--- config.mk ---
export PLATFORM = sky130hd
export DESIGN_NAME = usbtx_ls_serializer
export DESIGN_NICKNAME = d
export VERILOG_FILES = /design/src/rtl/usbtx_pkg.sv /design/src/rtl/usbtx_slot_timer.sv /design/src/rtl/usbtx_byte_feed.sv /design/src/rtl/usbtx_nrzi_stuffer.sv /design/src/rtl/usbtx_ls_serializer.sv
export SDC_FILE = /design/constraint.sdc
export NUM_CORES = 1
export LEC_CHECK = 0
export BUFFER_PORTS_ARGS = -buffer_cell sky130_fd_sc_hd__buf_2
export CAP_MARGIN = 20
export CORE_AREA = 4 4 67 69
export CTS_BUF_LIST = sky130_fd_sc_hd__clkbuf_16
export DETAILED_ROUTE_END_ITERATION = 10
export DIE_AREA = 0 0 71 73
export PLACE_DENSITY_LB_ADDON = 0.12
export SETUP_SLACK_MARGIN = 0.15
export SLEW_MARGIN = 20
export SYNTH_ARGS = -nofsm -noshare
export SYNTH_HDL_FRONTEND = slang
export SYNTH_SLANG_ARGS = --single-unit
--- constraint.sdc ---
create_clock -name clk -period 7 [get_ports clk]
set_input_delay 0.7 -clock clk [delete_from_list [all_inputs] [get_ports clk]]
set_output_delay 0.7 -clock clk [all_outputs]
set_load 0.03 [all_outputs]
--- src/rtl/usbtx_pkg.sv ---
package usbtx_pkg;
  localparam int unsigned MIN_BYTES = 2;
  localparam int unsigned MAX_BYTES = 12;
  localparam int unsigned CNT_W     = $clog2(MAX_BYTES + 1);
  localparam logic [7:0]  SYNC_BYTE = 8'h80;

  typedef enum logic [2:0] {
    ST_IDLE, ST_ARM, ST_LEAD, ST_SEND, ST_SE0, ST_EOPJ, ST_REL
  } tx_state_e;

  // keep requested count inside the legal window
  function automatic logic [CNT_W-1:0] clamp_count(input logic [CNT_W-1:0] n);
    if (n < CNT_W'(MIN_BYTES))      return CNT_W'(MIN_BYTES);
    else if (n > CNT_W'(MAX_BYTES)) return CNT_W'(MAX_BYTES);
    else                            return n;
  endfunction

  // NRZI: a one keeps the level, a zero flips it (level coded as 1 = J)
  function automatic logic nrzi_level(input logic cur_j, input logic bit_v);
    return bit_v ? cur_j : ~cur_j;
  endfunction
endpackage

--- src/rtl/usbtx_slot_timer.sv ---
module usbtx_slot_timer #(
  parameter int unsigned CLKS_PER_BIT = 10
) (
  input  logic clk,
  input  logic rst_n,
  input  logic run_i,
  output logic slot_end_o
);
  localparam int unsigned DIV_W = (CLKS_PER_BIT > 1) ? $clog2(CLKS_PER_BIT) : 1;
  localparam logic [DIV_W-1:0] LAST = DIV_W'(CLKS_PER_BIT - 1);

  logic [DIV_W-1:0] div_q;

  always_ff @(posedge clk or negedge rst_n) begin
    if (!rst_n)              div_q <= '0;
    else if (!run_i)         div_q <= '0;
    else if (div_q == LAST)  div_q <= '0;
    else                     div_q <= div_q + 1'b1;
  end

  assign slot_end_o = run_i && (div_q == LAST);
endmodule

--- src/rtl/usbtx_byte_feed.sv ---
module usbtx_byte_feed
  import usbtx_pkg::*;
#(
  parameter int unsigned BYTE_W = 8
) (
  input  logic              clk,
  input  logic              rst_n,
  input  logic              load_i,
  input  logic [CNT_W-1:0]  cnt_i,
  input  logic              take_i,
  input  logic [BYTE_W-1:0] byte_i,
  output logic              req_o,
  output logic              bit_o,
  output logic              have_bit_o
);
  localparam int unsigned BL_W = $clog2(BYTE_W + 1);

  logic [BYTE_W-1:0] sh_q, nxt_q;
  logic [BL_W-1:0]   bits_left_q;
  logic [CNT_W-1:0]  bytes_left_q;
  logic              more_bytes;

  assign more_bytes = (bytes_left_q != '0);
  // ask for the next byte as the second to last bit begins
  assign req_o      = take_i && (bits_left_q == BL_W'(2)) && more_bytes;
  assign bit_o      = sh_q[0];
  assign have_bit_o = (bits_left_q != '0);

  always_ff @(posedge clk or negedge rst_n) begin
    if (!rst_n) begin
      sh_q         <= '0;
      bits_left_q  <= '0;
      bytes_left_q <= '0;
    end else if (load_i) begin
      sh_q         <= BYTE_W'(SYNC_BYTE);
      bits_left_q  <= BL_W'(BYTE_W);
      bytes_left_q <= clamp_count(cnt_i) - 1'b1;
    end else if (take_i) begin
      if ((bits_left_q == BL_W'(1)) && more_bytes) begin
        sh_q         <= nxt_q;
        bits_left_q  <= BL_W'(BYTE_W);
        bytes_left_q <= bytes_left_q - 1'b1;
      end else begin
        sh_q        <= sh_q >> 1;
        bits_left_q <= bits_left_q - 1'b1;
      end
    end
  end

  always_ff @(posedge clk or negedge rst_n) begin
    if (!rst_n)     nxt_q <= '0;
    else if (req_o) nxt_q <= byte_i;
  end
endmodule

--- src/rtl/usbtx_nrzi_stuffer.sv ---
module usbtx_nrzi_stuffer
  import usbtx_pkg::*;
#(
  parameter int unsigned STUFF_RUN = 6
) (
  input  logic clk,
  input  logic rst_n,
  input  logic clear_i,
  input  logic take_i,
  input  logic stuff_i,
  input  logic bit_i,
  output logic line_j_o,
  output logic stuff_due_o
);
  localparam int unsigned RUN_W = $clog2(STUFF_RUN + 1);

  logic [RUN_W-1:0] ones_q;
  logic             line_j_q;

  always_ff @(posedge clk or negedge rst_n) begin
    if (!rst_n) begin
      line_j_q <= 1'b1;
      ones_q   <= '0;
    end else if (clear_i) begin
      line_j_q <= 1'b1;
      ones_q   <= '0;
    end else if (stuff_i) begin
      line_j_q <= ~line_j_q;
      ones_q   <= '0;
    end else if (take_i) begin
      line_j_q <= nrzi_level(line_j_q, bit_i);
      ones_q   <= bit_i ? ones_q + 1'b1 : '0;
    end
  end

  assign line_j_o    = line_j_q;
  assign stuff_due_o = (ones_q == RUN_W'(STUFF_RUN));
endmodule

--- src/rtl/usbtx_ls_serializer.sv ---
module usbtx_ls_serializer
  import usbtx_pkg::*;
#(
  parameter int unsigned CLKS_PER_BIT = 10,
  parameter int unsigned STUFF_RUN    = 6,
  parameter int unsigned ADDR_W       = 7,
  parameter int unsigned BYTE_W       = 8
) (
  input  logic              clk,
  input  logic              rst_n,
  input  logic              start_i,
  input  logic [CNT_W-1:0]  byte_cnt_i,
  input  logic              pkt_data_i,
  input  logic [ADDR_W-1:0] new_addr_i,
  output logic              byte_req_o,
  input  logic [BYTE_W-1:0] byte_i,
  output logic              dp_o,
  output logic              dm_o,
  output logic              dp_oe_o,
  output logic              dm_oe_o,
  output logic              done_o,
  output logic [ADDR_W-1:0] dev_addr_o
);
  tx_state_e state_q;
  logic      is_data_q, se0_half_q;
  logic      accept, run, slot_end, adv;
  logic      stuff_due, have_bit, cur_bit, line_j;
  logic      take, stuff, finish, busy;
  logic      drv_en;

  // named internal events
  assign accept = (state_q == ST_IDLE) && start_i;
  assign run    = (state_q == ST_LEAD) || (state_q == ST_SEND) ||
                  (state_q == ST_SE0)  || (state_q == ST_EOPJ);
  assign busy   = (state_q != ST_IDLE);
  assign adv    = slot_end && ((state_q == ST_LEAD) || (state_q == ST_SEND));
  assign stuff  = adv && stuff_due;
  assign take   = adv && !stuff_due && have_bit;
  assign finish = adv && !stuff_due && !have_bit;

  usbtx_slot_timer #(.CLKS_PER_BIT(CLKS_PER_BIT)) u_timer (
    .clk(clk), .rst_n(rst_n), .run_i(run), .slot_end_o(slot_end)
  );

  usbtx_byte_feed #(.BYTE_W(BYTE_W)) u_feed (
    .clk(clk), .rst_n(rst_n), .load_i(accept), .cnt_i(byte_cnt_i),
    .take_i(take), .byte_i(byte_i), .req_o(byte_req_o),
    .bit_o(cur_bit), .have_bit_o(have_bit)
  );

  usbtx_nrzi_stuffer #(.STUFF_RUN(STUFF_RUN)) u_enc (
    .clk(clk), .rst_n(rst_n), .clear_i(accept), .take_i(take),
    .stuff_i(stuff), .bit_i(cur_bit), .line_j_o(line_j),
    .stuff_due_o(stuff_due)
  );

  always_ff @(posedge clk or negedge rst_n) begin
    if (!rst_n) begin
      state_q    <= ST_IDLE;
      is_data_q  <= 1'b0;
      se0_half_q <= 1'b0;
    end else begin
      case (state_q)
        ST_IDLE: if (start_i) begin
          state_q   <= ST_ARM;
          is_data_q <= pkt_data_i;
        end
        ST_ARM:  state_q <= ST_LEAD;
        ST_LEAD: if (slot_end) state_q <= ST_SEND;
        ST_SEND: if (finish) begin
          state_q    <= ST_SE0;
          se0_half_q <= 1'b0;
        end
        ST_SE0: if (slot_end) begin
          if (se0_half_q) state_q <= ST_EOPJ;
          else            se0_half_q <= 1'b1;
        end
        ST_EOPJ: if (slot_end) state_q <= ST_REL;
        ST_REL:  state_q <= ST_IDLE;
        default: state_q <= ST_IDLE;
      endcase
    end
  end

  // active address moves only after a data packet
  always_ff @(posedge clk or negedge rst_n) begin
    if (!rst_n)                                 dev_addr_o <= '0;
    else if ((state_q == ST_EOPJ) && slot_end && is_data_q)
                                                dev_addr_o <= new_addr_i;
  end

  always_comb begin
    drv_en = 1'b0;
    dp_o   = 1'b0;
    dm_o   = 1'b0;
    case (state_q)
      ST_ARM:  begin dm_o = 1'b1; end
      ST_LEAD, ST_SEND: begin
        drv_en = 1'b1;
        dp_o   = ~line_j;
        dm_o   = line_j;
      end
      ST_SE0:  begin drv_en = 1'b1; end
      ST_EOPJ: begin drv_en = 1'b1; dm_o = 1'b1; end
      default: ;
    endcase
  end

  assign dp_oe_o = drv_en;
  assign dm_oe_o = drv_en;
  assign done_o  = (state_q == ST_REL);
endmodule

# After elaboration in Yosys (flattened, before gate mapping)
# Cells that the tools add are included.
[word_totals] regBits=44 inputBits=23 out_inout_bits=13 word_cells=103
[classes] add_sub_neg=5 n_lt_le_gt_ge=2 n_eq_ne=17 mux=35 bitwise=1 reduce_logical=32
[ops] cell="$mux 4" n=11
[ops] cell="$mux 3" n=10
[ops] cell="$mux 8" n=3
[ops] cell="$pmux 3 s6" n=1
[ops] cell="$eq 3x3->1 const B" n=4
[ops] cell="$logic_and 1x1->1" n=12
[ops] cell="$ne 2x2->1 const B" n=6
[ops] cell="$sub 4x1->4 const B" n=3
[ops] cell="$mux 1" n=8
[ops] cell="$reduce_bool 4->1" n=2
[ops] cell="$eq 3x2->1 const B" n=2
[ops] cell="$reduce_and 2->1" n=3
[ops] cell="$reduce_and 6->1" n=1
[ops] cell="$reduce_bool 2->1" n=3
[ops] cell="$add 4x1->4 const B" n=1
[ops] cell="$eq 4x1->1 const B" n=1
[ops] cell="$eq 4x2->1 const B" n=1
[ops] cell="$eq 4x4->1 const B" n=1
[ops] cell="$gt 4x4->1 const B" n=1
[ops] cell="$lt 4x2->1 const B" n=1
[ops] cell="$pmux 1 s2" n=2
[ops] cell="$reduce_or 2->1" n=2
[ops] cell="$reduce_or 4->1" n=1
[ops] cell="$add 3x1->3 const B" n=1
[ops] cell="8 further kinds" n=11

# Logic depth before layout (Yosys ltp)
[logic_depth] word_depth=11 ltp_mapped=9

# Cells and area by module
# A second synthesis with hierarchy kept.
[unflattened] cells_unflattened=219 hier_area_um2=2393.5
[by_module_without_submodules] module="usbtx_byte_feed" instances=1 cells_per_inst=121 area_per_inst_um2=1320.0 seq_area_each_um2=600.6
[by_module_without_submodules] module="usbtx_ls_serializer" instances=1 cells_per_inst=54 area_per_inst_um2=618.1 seq_area_each_um2=300.3
[by_module_without_submodules] module="usbtx_nrzi_stuffer" instances=1 cells_per_inst=24 area_per_inst_um2=242.7 seq_area_each_um2=101.3
[by_module_without_submodules] module="usbtx_slot_timer" instances=1 cells_per_inst=20 area_per_inst_um2=212.7 seq_area_each_um2=100.1

# Worst setup path after synthesis
# OpenSTA, ideal clock, no wires.
[synth_timing] path_kind="input -> register" startpoint="input start_i" endpoint="register u_feed.bytes_left_q[2]" setup_ps=82 arrival_time_ps=2426 required_time_ps=6918 slack_ps=4492 cell_stages=7 path_buffers=1 path_cell_list="or4b_1 clkbuf_1 a21oi_1 ha_1 inv_1 or4_1 a31oi_1"
[synth_between] elab_chain_cells=3 elab_cells_between_ends=5 cone_classes="mux (1); reduce/logical (4)"
[synth_rtl] item="from (decl)" line_no="usbtx_ls_serializer.sv:11" source="input logic start_i,"
[synth_rtl] item="$logic_and 1x1->1 (*)" line_no="usbtx_ls_serializer.sv:32" source="assign accept = (state_q == ST_IDLE) && start_i;"
[synth_rtl] item="$reduce_bool 2->1 (no source line)"
[synth_rtl] item="$reduce_and 2->1 (no source line)"
[synth_rtl] item="to (signal assigned)" line_no="usbtx_byte_feed.sv:37" source="bytes_left_q <= clamp_count(cnt_i) - 1'b1;"
[synth_rtl] item="to (signal assigned)" line_no="usbtx_byte_feed.sv:42" source="bytes_left_q <= bytes_left_q - 1'b1;"
[synth_rtl] item="to (decl)" line_no="usbtx_byte_feed.sv:20" source="logic [CNT_W-1:0] bytes_left_q;"
# Mark *: on every way between the ends. The rest lies on a longest branch, timed or not.
# A chain may end at the register's enable or synchronous reset.

# Worst setup path in the final report
[layout_timing] startpoint="register u_timer.div_q[1]" endpoint="output byte_req_o"
[layout_between] elab_chain_cells=7
[layout_rtl] item="from (decl)" line_no="usbtx_slot_timer.sv:12" source="logic [DIV_W-1:0] div_q;"
[layout_rtl] item="from (signal assigned)" line_no="usbtx_slot_timer.sv:18" source="else div_q <= div_q + 1'b1;"
[layout_rtl] item="$eq 4x4->1" line_no="usbtx_slot_timer.sv:21" source="assign slot_end_o = run_i && (div_q == LAST);"
[layout_rtl] item="$logic_and 1x1->1" line_no="usbtx_slot_timer.sv:21"
[layout_rtl] item="$logic_and 1x1->1" line_no="usbtx_ls_serializer.sv:36" source="assign adv = slot_end && ((state_q == ST_LEAD) || (state_q == ST_SEND));"
[layout_rtl] item="$logic_and 1x1->1 (2 in a row)" line_no="usbtx_ls_serializer.sv:38" source="assign take = adv && !stuff_due && have_bit;"
[layout_rtl] item="$logic_and 1x1->1 (2 in a row)" line_no="usbtx_byte_feed.sv:25" source="assign req_o = take_i && (bits_left_q == BL_W'(2)) && more_bytes;"
[layout_rtl] item="to (decl)" line_no="usbtx_ls_serializer.sv:15" source="output logic byte_req_o,"
# No other way between the ends.

==> flow_summary.ini <==
[power_and_ir_drop]
p_int_uw = 660
swShare_pct = 36.2
p_leak_nw = 1.25
power.share.sequential_pct = 41.1
vdd_drop_max_mv = 0.236
power_frac_comb_pct = 33.4
power.switching_uw = 374
power_frac_clock_pct = 25.4
powerDensity_nw_per_um2 = 392

[place]
io_buffers = 35
dpl-instance-area_sq_um = 2470
routabilityCongestion = 0.770
place_hpwl_um = 3070

[die]
start_util_pct = 58.1
io-pin-count = 36
die_h_um = 73
dieArea_sq_um = 5180
core-area_sq_um = 3910
die_w_um = 71
rows = 23

[cts]
cts-htree-levels = 2
cts_resized = 0
cts_setup_buffers = 0
clkSinkCount = 44
cts_tree = done
cts_hold_buf = 0
clkTransAtPathRegs_ns = 0.06
clk_latency_ns = 0.28
ctsRootBufferMaster = clkbuf_16
cts_buffers = 5
cts_buffer_depth = 2

[routing]
drtAntennaViolNets = 0
first_iter_violations = 98
num_vias = 1695
drt-wirelength-per-cell_um = 15.4
drc = 0
viasPerCell = 5.71
drt-total-wl_um = 4560
firstDrtPassIters = 4

[grt]
gr-usage-all-layers_pct = 19.3
use_met3_pct = 4.13
grt_first_pass_wirelength_um = 7890
top_usage_layer = met2
antenna_found_initial = 0
grt_pass1_vias = 1691
grt.overflow.total = 0
grt_use_met2_pct = 31.4
met1_usage_pct = 25.8
grt_max_degree = 45

[timing]
setup_viol = 0
slew_headroom_pct = 35.9
finClkSkew_ns = 0.00366
hold_slack_ns = 0.488
rsz0062_at_grt = false
finalCritPeriodShare_pct = 45.5
period_needed_ns = 3.19
worstMarginPinSlew_ns = 0.962
slew_violations = 0
clock.fmax_mhz = 314
finalSetupTns_ns = 0
hold_viol_final = 0

[synthesis]
synth_seq_area_share_pct = 48.5
synth-simple-area-share_pct = 20.2
async_flop_share_pct = 100
synth_xor_area_share_pct = 0.770
ys_types = 48
synth-seq-cells = 44
synth_edf_count = 0
syn_area_sq_um = 2270
synth_top_family_by_area = simple AND/OR/NAND/NOR gates
synthAdderAreaFrac_pct = 4.40
syn_avg_cell_area_sq_um = 10.6
yosysTopAreaCellShare_pct = 47.3
synth_flop_cell = dfrtp_1
syn_nets = 245
yosysWarningCount = 0
ys_top_cells_by_area = dfrtp_1, mux2_2, ha_1, mux2i_1, o21ai_0
syn_inst = 214
synth_largest_area_cell = dfrtp_1
synthMuxAreaShare_pct = 11.9
synth-compound-area-share_pct = 11.1

[finish]
multi_input_area_sq_um = 1100
drive_gt1_share_pct = 27.9
syn_to_final_growth_pct = 15.9
seqCellArea_sq_um = 1100
nets = 277
fin_area_sq_um = 2640
n_fill_cell = 336
final_util_pct = 67.4
antenna_cells = 0

[worst_setup_path]
required_ns = 6.30
worstPathArrival_ns = 2.49
r2r_slack_ns = 4.29
reg2regPathDepth = 6
crit_chain = inv_1 -> ha_1 -> and3b_1 -> nand3_2 -> nor4_4 -> buf_2
endpoint_kind = primary output
r2r-start = state_q[1]
slowest_stage = nor4_4
reg2reg_to = u_feed.bytes_left_q[2]
cp-startpoint = u_timer.div_q[1]
crit_path_start_kind = flop
worstSetupPathType = reg2out
cp-endpoint = byte_req_o
crit_path_max_fanout = 11
slowest_delay_ns = 0.65

[job]
max_cap_violations = 0

[outcome]
status = finished, final reports clean

[worst_hold_path]
hold_class = reg2reg
[critical path: cells and delay by family, from the launching register on]
family / cells / cell delay, ns
adder cells (fa/ha/maj): 1 / 0.15
buffers and inverters: 2 / 0.37
flip-flops: 1 / 0.39
AND/OR/NAND/NOR: 3 / 1.28
[cell usage in the layout, fill, tap and decap left out, types with 3 or more instances in the layout]
cell and instances:
dfrtp_1 43, buf_2 35, mux2_2 17, nand2_1 16, o21ai_0 16, nor2_1 13
nand3_1 12, a21oi_1 9, mux2i_1 8, ha_1 8, inv_1 7, a31oi_1 7
nor3_1 5, clkbuf_16 5, and3_1 3, nand4b_1 3
[Yosys cell counts (2+ instances only)]
cell	count
nand4b_1	3
mux2_2	17
nand3_1	12
clkbuf_1	7
a21oi_1	9
o21ai_0	16
ha_1	8
dfrtp_1	43
nor3b_1	2
inv_1	7
and3_1	3
o211ai_1	2
buf_2	2
nand2_1	16
mux2i_1	8
nor4_4	2
nor2_1	13
o31ai_1	2
nand2b_1	2
or3_1	2
a31oi_1	7
nor3_1	5
[metrics by stage]
stage | setup slack [ns] | power, mW | cells
finish | 3.81 | 1.03 | 297
CTS | 3.80 | 1.04 | 297
detailed placement | 4.12 | 0.773 | 289
global placement | 4.16 | 0.762 | 289
global route | 3.61 | 1.12 | 297
floorplan | 4.49 | 0.688 | 214
[worst min-delay path by stage]
stage | start | cells after the start | end
floorplan | rst_n | 0 | dev_addr_o[0]
global placement | is_data_q | 2 | is_data_q
detailed placement | is_data_q | 2 | is_data_q
CTS | is_data_q | 2 | is_data_q
global route | is_data_q | 2 | is_data_q
finish | is_data_q | 2 | is_data_q
[flip-flops by register name, indices dropped and copies added, names as in the netlist]
signal and flops:
dev_addr_o 7, is_data_q 1, se0_half_q 1, state_q 3, u_enc.line_j_o 1, u_enc.ones_q 3
u_feed.bits_left_q 4, u_feed.bytes_left_q 4, u_feed.nxt_q 8, u_feed.sh_q 8, u_timer.div_q 4
[metal layers]
| metal | up-vias | wire (um) |
|---|---|---|
| li1 | 842 | - |
| met4 | 0 | 36 |
| met5 | - | 0 |
| met2 | 30 | 2220 |
| met3 | 5 | 168 |
| met1 | 818 | 2130 |
[power by group through the flow]
stage	logic [mW]	clock network, mW	registers [mW]
floorplan	0.290	0	0.398
global placement	0.338	0	0.424
detailed placement	0.346	0	0.427
CTS	0.350	0.268	0.424
global route	0.398	0.277	0.441
finish	0.346	0.263	0.425
[cell families (layout without fill, tap and decap cells)]
| family | Yosys count | in the layout |
|---|---|---|
| buffers and inverters | 17 | 50 |
| adder cells (fa/ha/maj) | 8 | 8 |
| AND/OR/NAND/NOR | 76 | 76 |
| AO/OA/AOI/OAI | 42 | 42 |
| flip-flops | 44 | 44 |
| XOR/XNOR | 2 | 2 |
| multiplexers | 25 | 25 |
[layout make-up]
cell class                 count  area share, %
sequential                    44           41.8
multi-input combinational    153           41.8
timing repair buffer          35           6.64
clock buffer                   5           4.75
tap                           50           2.37
clock inverter                 3           1.61
inverter                       7          0.997
Power figures use the tool's default switching activity.
